$ cat src/rtl/cei_bank.sv
module cei_bank #(
  parameter bit HAS_THRESH = 1'b1,
  parameter bit HAS_SIGNAL = 1'b1,
  parameter int CNT_W      = 15,
  parameter int CNT_LSB    = 38,
  parameter int EN_BIT     = 30,
  parameter logic [11:0] LVT_OFF = 12'h2F0
) (
  input  logic        clk,
  input  logic        rst_n,
  input  logic        reg_sel,
  input  logic        reg_wr,
  input  logic [63:0] reg_wdata,
  output logic [63:0] reg_rdata,
  input  logic        err_evt,
  output logic        cei_irq,
  output logic [11:0] cei_lvt_off,
  output logic        cap_cei
);
  localparam logic [CNT_W-1:0] CNT_MAX = '1;

  logic [CNT_W-1:0] thr_q, cnt_q, cnt_inc;
  logic             en_q, ctl_wr, sts_wr, fire;

  assign ctl_wr  = reg_wr && !reg_sel;
  assign sts_wr  = reg_wr && reg_sel;
  assign cnt_inc = (cnt_q == CNT_MAX) ? cnt_q : cnt_q + 1'b1;

  assign fire = err_evt && !sts_wr && en_q && (thr_q != '0)
             && (cnt_q != CNT_MAX) && (cnt_inc == thr_q);

  always_ff @(posedge clk) begin
    if (!rst_n) begin
      thr_q <= '0;
      en_q  <= 1'b0;
    end else if (ctl_wr) begin
      thr_q <= HAS_THRESH ? reg_wdata[CNT_W-1:0] : '0;
      en_q  <= HAS_SIGNAL ? reg_wdata[EN_BIT] : 1'b0;
    end
  end

  always_ff @(posedge clk) begin
    if (!rst_n)       cnt_q <= '0;
    else if (sts_wr)  cnt_q <= reg_wdata[CNT_LSB +: CNT_W];
    else if (err_evt) cnt_q <= cnt_inc;
  end

  always_ff @(posedge clk) begin
    if (!rst_n) cei_irq <= 1'b0;
    else        cei_irq <= fire;
  end

  always_comb begin
    reg_rdata = '0;
    if (reg_sel) begin
      reg_rdata[CNT_LSB +: CNT_W] = cnt_q;
    end else begin
      reg_rdata[CNT_W-1:0] = thr_q;
      reg_rdata[EN_BIT]    = en_q;
    end
  end

  assign cei_lvt_off = LVT_OFF;
  assign cap_cei     = HAS_THRESH && HAS_SIGNAL;
endmodule


$ cat config.mk
export PLATFORM = sky130hd
export DESIGN_NAME = cei_bank
export DESIGN_NICKNAME = d
export VERILOG_FILES = /design/src/rtl/cei_bank.sv
export SDC_FILE = /design/constraint.sdc
export NUM_CORES = 1
export LEC_CHECK = 0
export ABC_AREA = 1
export ABC_CLOCK_PERIOD_IN_PS = 3800
export BUFFER_PORTS_ARGS = -buffer_cell sky130_fd_sc_hd__buf_2
export CORE_MARGIN = 1
export CORE_UTILIZATION = 48
export CTS_CLUSTER_DIAMETER = 100
export DETAILED_ROUTE_END_ITERATION = 8
export GPL_ROUTABILITY_DRIVEN = 0
export GPL_TIMING_DRIVEN = 0
export PLACE_DENSITY_LB_ADDON = 0.25
export SETUP_SLACK_MARGIN = 0.02
export SLEW_MARGIN = 20
export SYNTH_ARGS = -nofsm -noshare
export SYNTH_HDL_FRONTEND = slang
export SYNTH_SLANG_ARGS = --single-unit
$ cat constraint.sdc
create_clock -name clk -period 3.8 [get_ports clk]
set_clock_uncertainty 0.05 [all_clocks]
set_input_delay 0.76 -clock clk [delete_from_list [all_inputs] [get_ports clk]]
set_output_delay 0.76 -clock clk [all_outputs]
set_load 0.005 [all_outputs]
==> results.py, run 1 <==
metrics = {
    "run_status": {
        "outcome": "finished, final reports clean",
    },
    "route": {
        "dr.first_iter.drc_count": 169,
        "vias": 2710,
        "drc": 0,
        "wl_per_cell_um": 10.74,
        "ant_nets": 0,
        "totalWireLength_mm": 6.422,
        "vias_per_cell": 4.532,
        "firstDrtPassIters": 5,
    },
    "power_and_ir_drop": {
        "vdd_drop_max_mv": 0.2036,
        "power_leakage_nw": 1.794,
        "powerDensity_mw_per_mm2": 272.0,
    },
    "synth": {
        "synthArstFlopShare_pct": 0,
        "synth_cell_type_count": 27,
        "yosysSeqAreaShare_pct": 25.66,
        "synthCells": 413,
        "avgSynthCellArea_um2": 6.044,
        "synth.area.top_cells": "dfxtp_1 26%, nand2_1 16%, buf_4 14%",
        "synth_edf_count": 0,
        "synth-main-ff-cell": "dfxtp_1",
        "synth_top_area_share_pct": 25.66,
        "synthesis.area_mm2": 0.002496,
        "synth.largest_area_cell": "dfxtp_1",
        "yosysWarnings": 0,
        "synth_seq_cells": 32,
    },
    "clocking": {
        "cts_hold_buffers": 0,
        "cts_setup_buffers": 0,
        "h-tree-depth": 2,
        "cts_buffer_depth": 2,
        "cts.sinks": 32,
        "cts_root_buf": "clkbuf_8",
        "cts_tree": "yes",
        "cts_resized": 0,
        "cts_buffers": 5,
        "worstSkewPairLatency_ns": 0.29,
        "clk_pin_slew_ns": 0.06,
    },
    "global_routing": {
        "grt.total_usage_pct": 25.25,
        "first_global_vias": 2403,
        "grt_pass1_wl_mm": 10.67,
        "grt_overflow": 0,
        "antenna_found_initial": 0,
        "grt_max_degree": 11,
    },
    "timing": {
        "slew-limit-headroom_pct": 65.46,
        "setup_violations": 0,
        "rsz0062_at_grt": "no",
        "worstMarginPinSlew_ns": 0.5181,
        "final.min_clock_period_ns": 2.544,
        "tns_ns": 0,
        "period_share_pct": 66.94,
        "hold_viol_final": 0,
        "fmax_mhz": 393.1,
        "report.final.slew_viol_count": 0,
    },
    "final_layout": {
        "areaGrowthSynthToFinish_pct": 26.92,
        "layout_common_cells": "105 x nand2_1, 67 x buf_2, 47 x inv_1",
        "multi_input_area_mm2": 0.001421,
        "drive_above_1_share_pct": 26.55,
        "layout.nets": 600,
        "stdcell_area_mm2": 0.003168,
        "nFillCells": 458,
        "antennaDiodeCount": 0,
        "register_area_um2": 640.6,
        "final_common_cell": "nand2_1",
    },
    "placed_design": {
        "io_buffers": 66,
        "dp_hpwl_mm": 5.169,
        "place_area_mm2": 0.003075,
    },
    "setup_path": {
        "cpLargestDelayFamily": "buffers and inverters",
        "cp_slowest_cell": "clkbuf_1",
        "crit_fanout": 10,
        "r2r-start": "cnt_q[0]",
        "crit_path_frequent_cell": "clkbuf_1",
        "endpoint_kind": "primary output",
        "crit_arrival_ns": 1.73,
        "required_ns": 2.99,
        "cp_cell_sequence": "clkbuf_1 > clkbuf_1 > nand2_1 > inv_1 > buf_2",
        "critPathMaxStageDelay_ns": 0.46,
        "startpoint": "reg_sel",
        "cp-start-kind": "primary input",
        "crit_type": "primary input to primary output",
        "cp_num_buf_inv": 4,
    },
    "floorplan": {
        "initial_core_util_pct": 51.48,
        "die_y_um": 74.12,
        "die_x_um": 74.12,
        "dieArea_mm2": 0.005493,
        "core_mm2": 0.004848,
        "ioPinCount": 147,
        "rows": 25,
    },
    "hold_path": {
        "hp-class": "flop to flop",
        "hp-start": "en_q",
    },
    "flow_run": {
        "cap_violations": 0,
    },
}
report_power, final:
| part | internal [mW] | switching, mW |
|---|---|---|
| sequential | 0.356 | 0.0214 |
| clock | 0.144 | 0.132 |
| combinational | 0.0933 | 0.114 |
| total | 0.594 | 0.268 |
synth_stat cells, types with 2 or more instances:
library cell / number
nand2_1: 105
inv_1: 47
buf_4: 46
nor2_1: 46
nand3_1: 36
dfxtp_1: 32
o21ai_0: 22
a21oi_1: 18
clkbuf_1: 12
nand2_2: 9
a31oi_1: 8
xor2_1: 6
nand4_1: 4
inv_2: 3
nor2_2: 3
a221oi_1: 2
conb_1: 2
nor2_4: 2
xnor2_1: 2
cell families (layout without fill, tap and decap cells):
| group | after synthesis | after routing | synth area share, % |
|---|---|---|---|
| AND/OR/NAND/NOR | 205 | 205 | 34.84 |
| buffers and inverters | 111 | 185 | 24.01 |
| AO/OA/AOI/OAI | 54 | 54 | 11.88 |
| flip-flops | 32 | 32 | 25.66 |
| XOR/XNOR | 8 | 8 | 2.807 |
| other | 2 | 46 | 0.3009 |
| adder cells (fa/ha/maj) | 1 | 1 | 0.5012 |
registers in the layout, indices dropped and copies added, names as in the netlist:
| name | count |
|---|---|
| cnt_q | 15 |
| thr_q | 15 |
| cei_irq | 1 |
| en_q | 1 |
metrics by stage:
step	utilization [%]	hold slack (ns)	power [mW]	cells	setup slack (ns)
global route	65.34	0.4714	0.9122	598	1.139
floorplan	-	0.3947	0.5272	457	1.644
finish	65.34	0.4360	0.8618	598	1.256
global placement	63.43	0.4152	0.5838	590	1.301
CTS	65.34	0.4356	0.8584	598	1.254
detailed placement	63.43	0.4261	0.5874	590	1.257
path summary, 6_finish.rpt:
path	end	slack, ns	cells after the start
setup / recovery	reg_rdata[48]	1.26	5
hold / removal	en_q	0.44	2
setup reg to reg	cei_irq	1.81	12
hold reg to reg	en_q	0.44	2
worst register-to-register path: stages, from the launching register on:
cell	delay [ns]
dfxtp_1	0.43
ha_1	0.24
nand2_2	0.09
nor2_4	0.14
nand2_2	0.10
clkinv_2	0.07
nand2_2	0.05
buf_6	0.15
o21ai_2	0.09
xor2_1	0.25
nor2_1	0.08
nand3_1	0.10
nor2_1	0.04
layout make-up:
class,count,area share (%)
tap,67,2.646
inverter,51,6.082
multi-input combinational,314,44.87
timing repair buffer,66,10.43
sequential,32,20.22
clock inverter,2,0.3160
clock buffer,6,2.607
buffer,60,12.84
metal layers:
layer | share of wire [%] | routed length, um | global-route usage [%]
met5 | 0 | 0 | 0
met4 | 2.1 | 138 | 9.402
met3 | 8.6 | 554 | 4.743
met2 | 46 | 2925 | 43.23
met1 | 44 | 2803 | 31.43
(Power assumes the default switching activity.)
==> run 2: changes to the inputs <==
--- a/config.mk
+++ b/config.mk
@@ -5,11 +5,11 @@
 export SDC_FILE = /design/constraint.sdc
 export NUM_CORES = 1
 export LEC_CHECK = 0
-export ABC_AREA = 1
-export ABC_CLOCK_PERIOD_IN_PS = 3800
+export ABC_AREA = 0
+export ABC_CLOCK_PERIOD_IN_PS = 2400
 export BUFFER_PORTS_ARGS = -buffer_cell sky130_fd_sc_hd__buf_2
 export CORE_MARGIN = 1
-export CORE_UTILIZATION = 48
+export CORE_UTILIZATION = 45
 export CTS_CLUSTER_DIAMETER = 100
 export DETAILED_ROUTE_END_ITERATION = 8
 export GPL_ROUTABILITY_DRIVEN = 0
==> constraint.sdc (replaced) <==
create_clock -name clk -period 2.4 [get_ports clk]
set_clock_uncertainty 0.05 [all_clocks]
set_input_delay 0.48 -clock clk [delete_from_list [all_inputs] [get_ports clk]]
set_output_delay 0.48 -clock clk [all_outputs]
set_load 0.005 [all_outputs]
==> run 2 against run 1 <==
Sequential power is 60% higher; highest routed layer unchanged; design area grew 7.8%; via count up 1.5%; synthesized cell count shrank 17%; core utilization fell by 0.12 points.
==> results.py, run 2 <==
metrics = {
    "clocking": {
        "clk_pin_slew_ns": 0.08,
        "cts_tree": "yes",
        "cts_buffers": 5,
        "worstSkewPairLatency_ns": 0.30,
        "cts.sinks": 32,
        "h-tree-depth": 2,
        "cts_buffer_depth": 2,
        "cts_root_buf": "clkbuf_8",
        "cts_hold_buffers": 0,
    },
    "synth": {
        "synth.area.top_cells": "dfxtp_1 25%, buf_4 14%, nand2_1 7.6%",
        "yosysWarnings": 0,
        "synth.largest_area_cell": "dfxtp_1",
        "synth_cell_type_count": 49,
        "ys_top_cells_by_count": "51 x nand2_1, 47 x buf_4, 32 x dfxtp_1, 25 x a21oi_1, 18 x and2_1",
        "synthesis.area_mm2": 0.002524,
        "synthCells": 341,
        "yosysMostFrequentCell": "nand2_1",
        "synthArstFlopShare_pct": 0,
        "synth-main-ff-cell": "dfxtp_1",
        "synth_edf_count": 0,
        "synth_top_area_share_pct": 25.38,
        "synth_seq_cells": 32,
        "yosysSeqAreaShare_pct": 25.38,
        "avgSynthCellArea_um2": 7.401,
    },
    "floorplan": {
        "core_mm2": 0.005238,
        "rows": 26,
        "ioPinCount": 147,
        "die_x_um": 76.89,
        "die_y_um": 76.89,
        "initial_core_util_pct": 48.18,
        "dieArea_mm2": 0.005911,
    },
    "setup_path": {
        "startpoint": "cnt_q[10]",
        "r2r-start": "cnt_q[10]",
        "r2r-end": "cei_irq",
        "reg2reg_depth": 7,
        "crit_arrival_ns": 2.52,
        "required_ns": 2.56,
        "rrSetupSlack_ns": 0.04,
        "crit_type": "flop to flop",
        "crit_fanout": 8,
        "endpoint_kind": "flop",
        "cp-start-kind": "flop",
    },
    "hold_path": {
        "min_path_cells": 3,
        "hp-start": "reg_wdata[48]",
        "hp-class": "primary input to flop",
        "min_to": "cnt_q[10]",
    },
    "global_routing": {
        "grt_overflow": 0,
        "antenna_found_initial": 0,
        "grt.total_usage_pct": 23.81,
        "first_global_vias": 2337,
        "grt_max_degree": 11,
        "grt_pass1_wl_mm": 11.25,
    },
    "final_layout": {
        "drive_above_1_share_pct": 35.81,
        "antennaDiodeCount": 0,
        "nFillCells": 491,
        "areaGrowthSynthToFinish_pct": 35.35,
        "reg.largest.list": "cnt_q (15), thr_q (15)",
        "final_common_cell": "buf_2",
        "register_area_um2": 654.4,
        "utilization_pct": 65.22,
        "layout.cells.non_filler": 542,
        "multi_input_area_mm2": 0.001689,
        "layout.nets": 541,
        "layout_common_cells": "67 x buf_2, 61 x buf_4, 50 x nand2_1, 46 x conb_1, 25 x a21oi_1",
    },
    "timing": {
        "rsz0062_at_grt": "yes",
        "report.final.slew_viol_count": 0,
        "setup_slack_ns": 0.04263,
        "fmax_mhz": 424.2,
        "slew-limit-headroom_pct": 64.33,
        "final.min_clock_period_ns": 2.357,
        "hold_viol_final": 0,
        "period_share_pct": 98.22,
        "worstMarginPinSlew_ns": 0.5351,
        "setup_violations": 0,
        "hold-worst-slack_ns": 0.3691,
    },
    "route": {
        "vias_per_cell": 5.074,
        "drc": 0,
        "dr.first_iter.drc_count": 326,
        "firstDrtPassIters": 5,
        "totalWireLength_mm": 7.288,
        "ant_nets": 0,
        "vias": 2750,
        "wl_per_cell_um": 13.45,
    },
    "power_and_ir_drop": {
        "power_leakage_nw": 1.628,
        "totalPowerFinal_mw": 1.419,
        "powerDensity_mw_per_mm2": 415.5,
        "vdd_drop_max_mv": 0.2839,
    },
    "run_status": {
        "outcome": "finished, final reports clean",
    },
    "placed_design": {
        "io_buffers": 67,
        "dp_hpwl_mm": 5.181,
        "preCtsSetupSlack_ns": -0.2656,
        "dp.cells": 522,
    },
    "flow_run": {
        "cap_violations": 0,
    },
}
==> run 2: cell count changes after synthesis, sizes merged, moves of 10 or more <==
cell	change
and2	+18
inv	-48
nand2	-63
nand3	-26
nor2	-38
nor2b	+17
o21ai	-10
==> run 2: timing repair <==
action / CTS / global route
setup endpoints to repair: 1 / 3
pin swaps: 8 / 4
cloned: 0 / 0
buffers inserted: 9 / 5
resized for setup: 18 / 17
==> run 2: worst max path at each step <==
stage | endpoint | slack [ns] | cells past startpoint
3_3_place_gp | cei_irq | -0.26 | 8
6_report | cei_irq | 0.04 | 7
5_1_grt | cei_irq | -0.02 | 10
4_1_cts | cei_irq | -0.12 | 8
2_1_floorplan | cei_irq | 0.09 | 8
3_5_place_dp | cei_irq | -0.27 | 8
==> run 2: routing by layer <==
metal	track usage [%]	share of wire [%]
met5	0	0
met1	30.86	42
met2	37.68	46
met4	9.808	2.4
met3	5.476	9.5
==> run 2: report_power, final <==
group | switching, mW | internal, mW
clock | 0.221 | 0.229
combinational | 0.183 | 0.183
sequential | 0.0412 | 0.562
==> run 2: cells by family (layout without fill, tap and decap cells) <==
logic type / Yosys count / count (layout) / synth area share, %
simple gates: 148 / 148 / 31.28
buf+inv: 70 / 157 / 17.85
compound gates: 64 / 64 / 16.01
flops: 32 / 32 / 25.38
xor+xnor: 19 / 19 / 6.594
mux: 5 / 5 / 2.082
other cells: 2 / 46 / 0.2976
fa+ha+maj: 1 / 1 / 0.4957
==> run 2: layout make-up <==
type | instances | area share [%]
inverters | 3 | 0.3297
clock inverters | 2 | 0.2930
flip-flops and latches | 32 | 19.16
repair buffers | 81 | 12.89
multi-input cells | 283 | 49.45
clock buffers | 6 | 2.418
well taps | 70 | 2.564
plain buffers | 65 | 12.89
==> run 2: worst max-delay path, stage by stage, from the launching register on <==
cell,delay [ns]
dfxtp_2,0.41
nand2_2,0.17
or4_4,0.63
buf_4,0.18
nand2_1,0.09
nor2_1,0.06
or4_4,0.43
nor4_4,0.26
==> run 2: per-stage QoR <==
stage               instance area (um^2)  setup TNS, ns
floorplan                           2703              0
global placement                    3126        -0.2598
detailed placement                  3126        -0.2656
CTS                                 3339        -0.1199
global route                        3416       -0.02451
finish                              3416              0
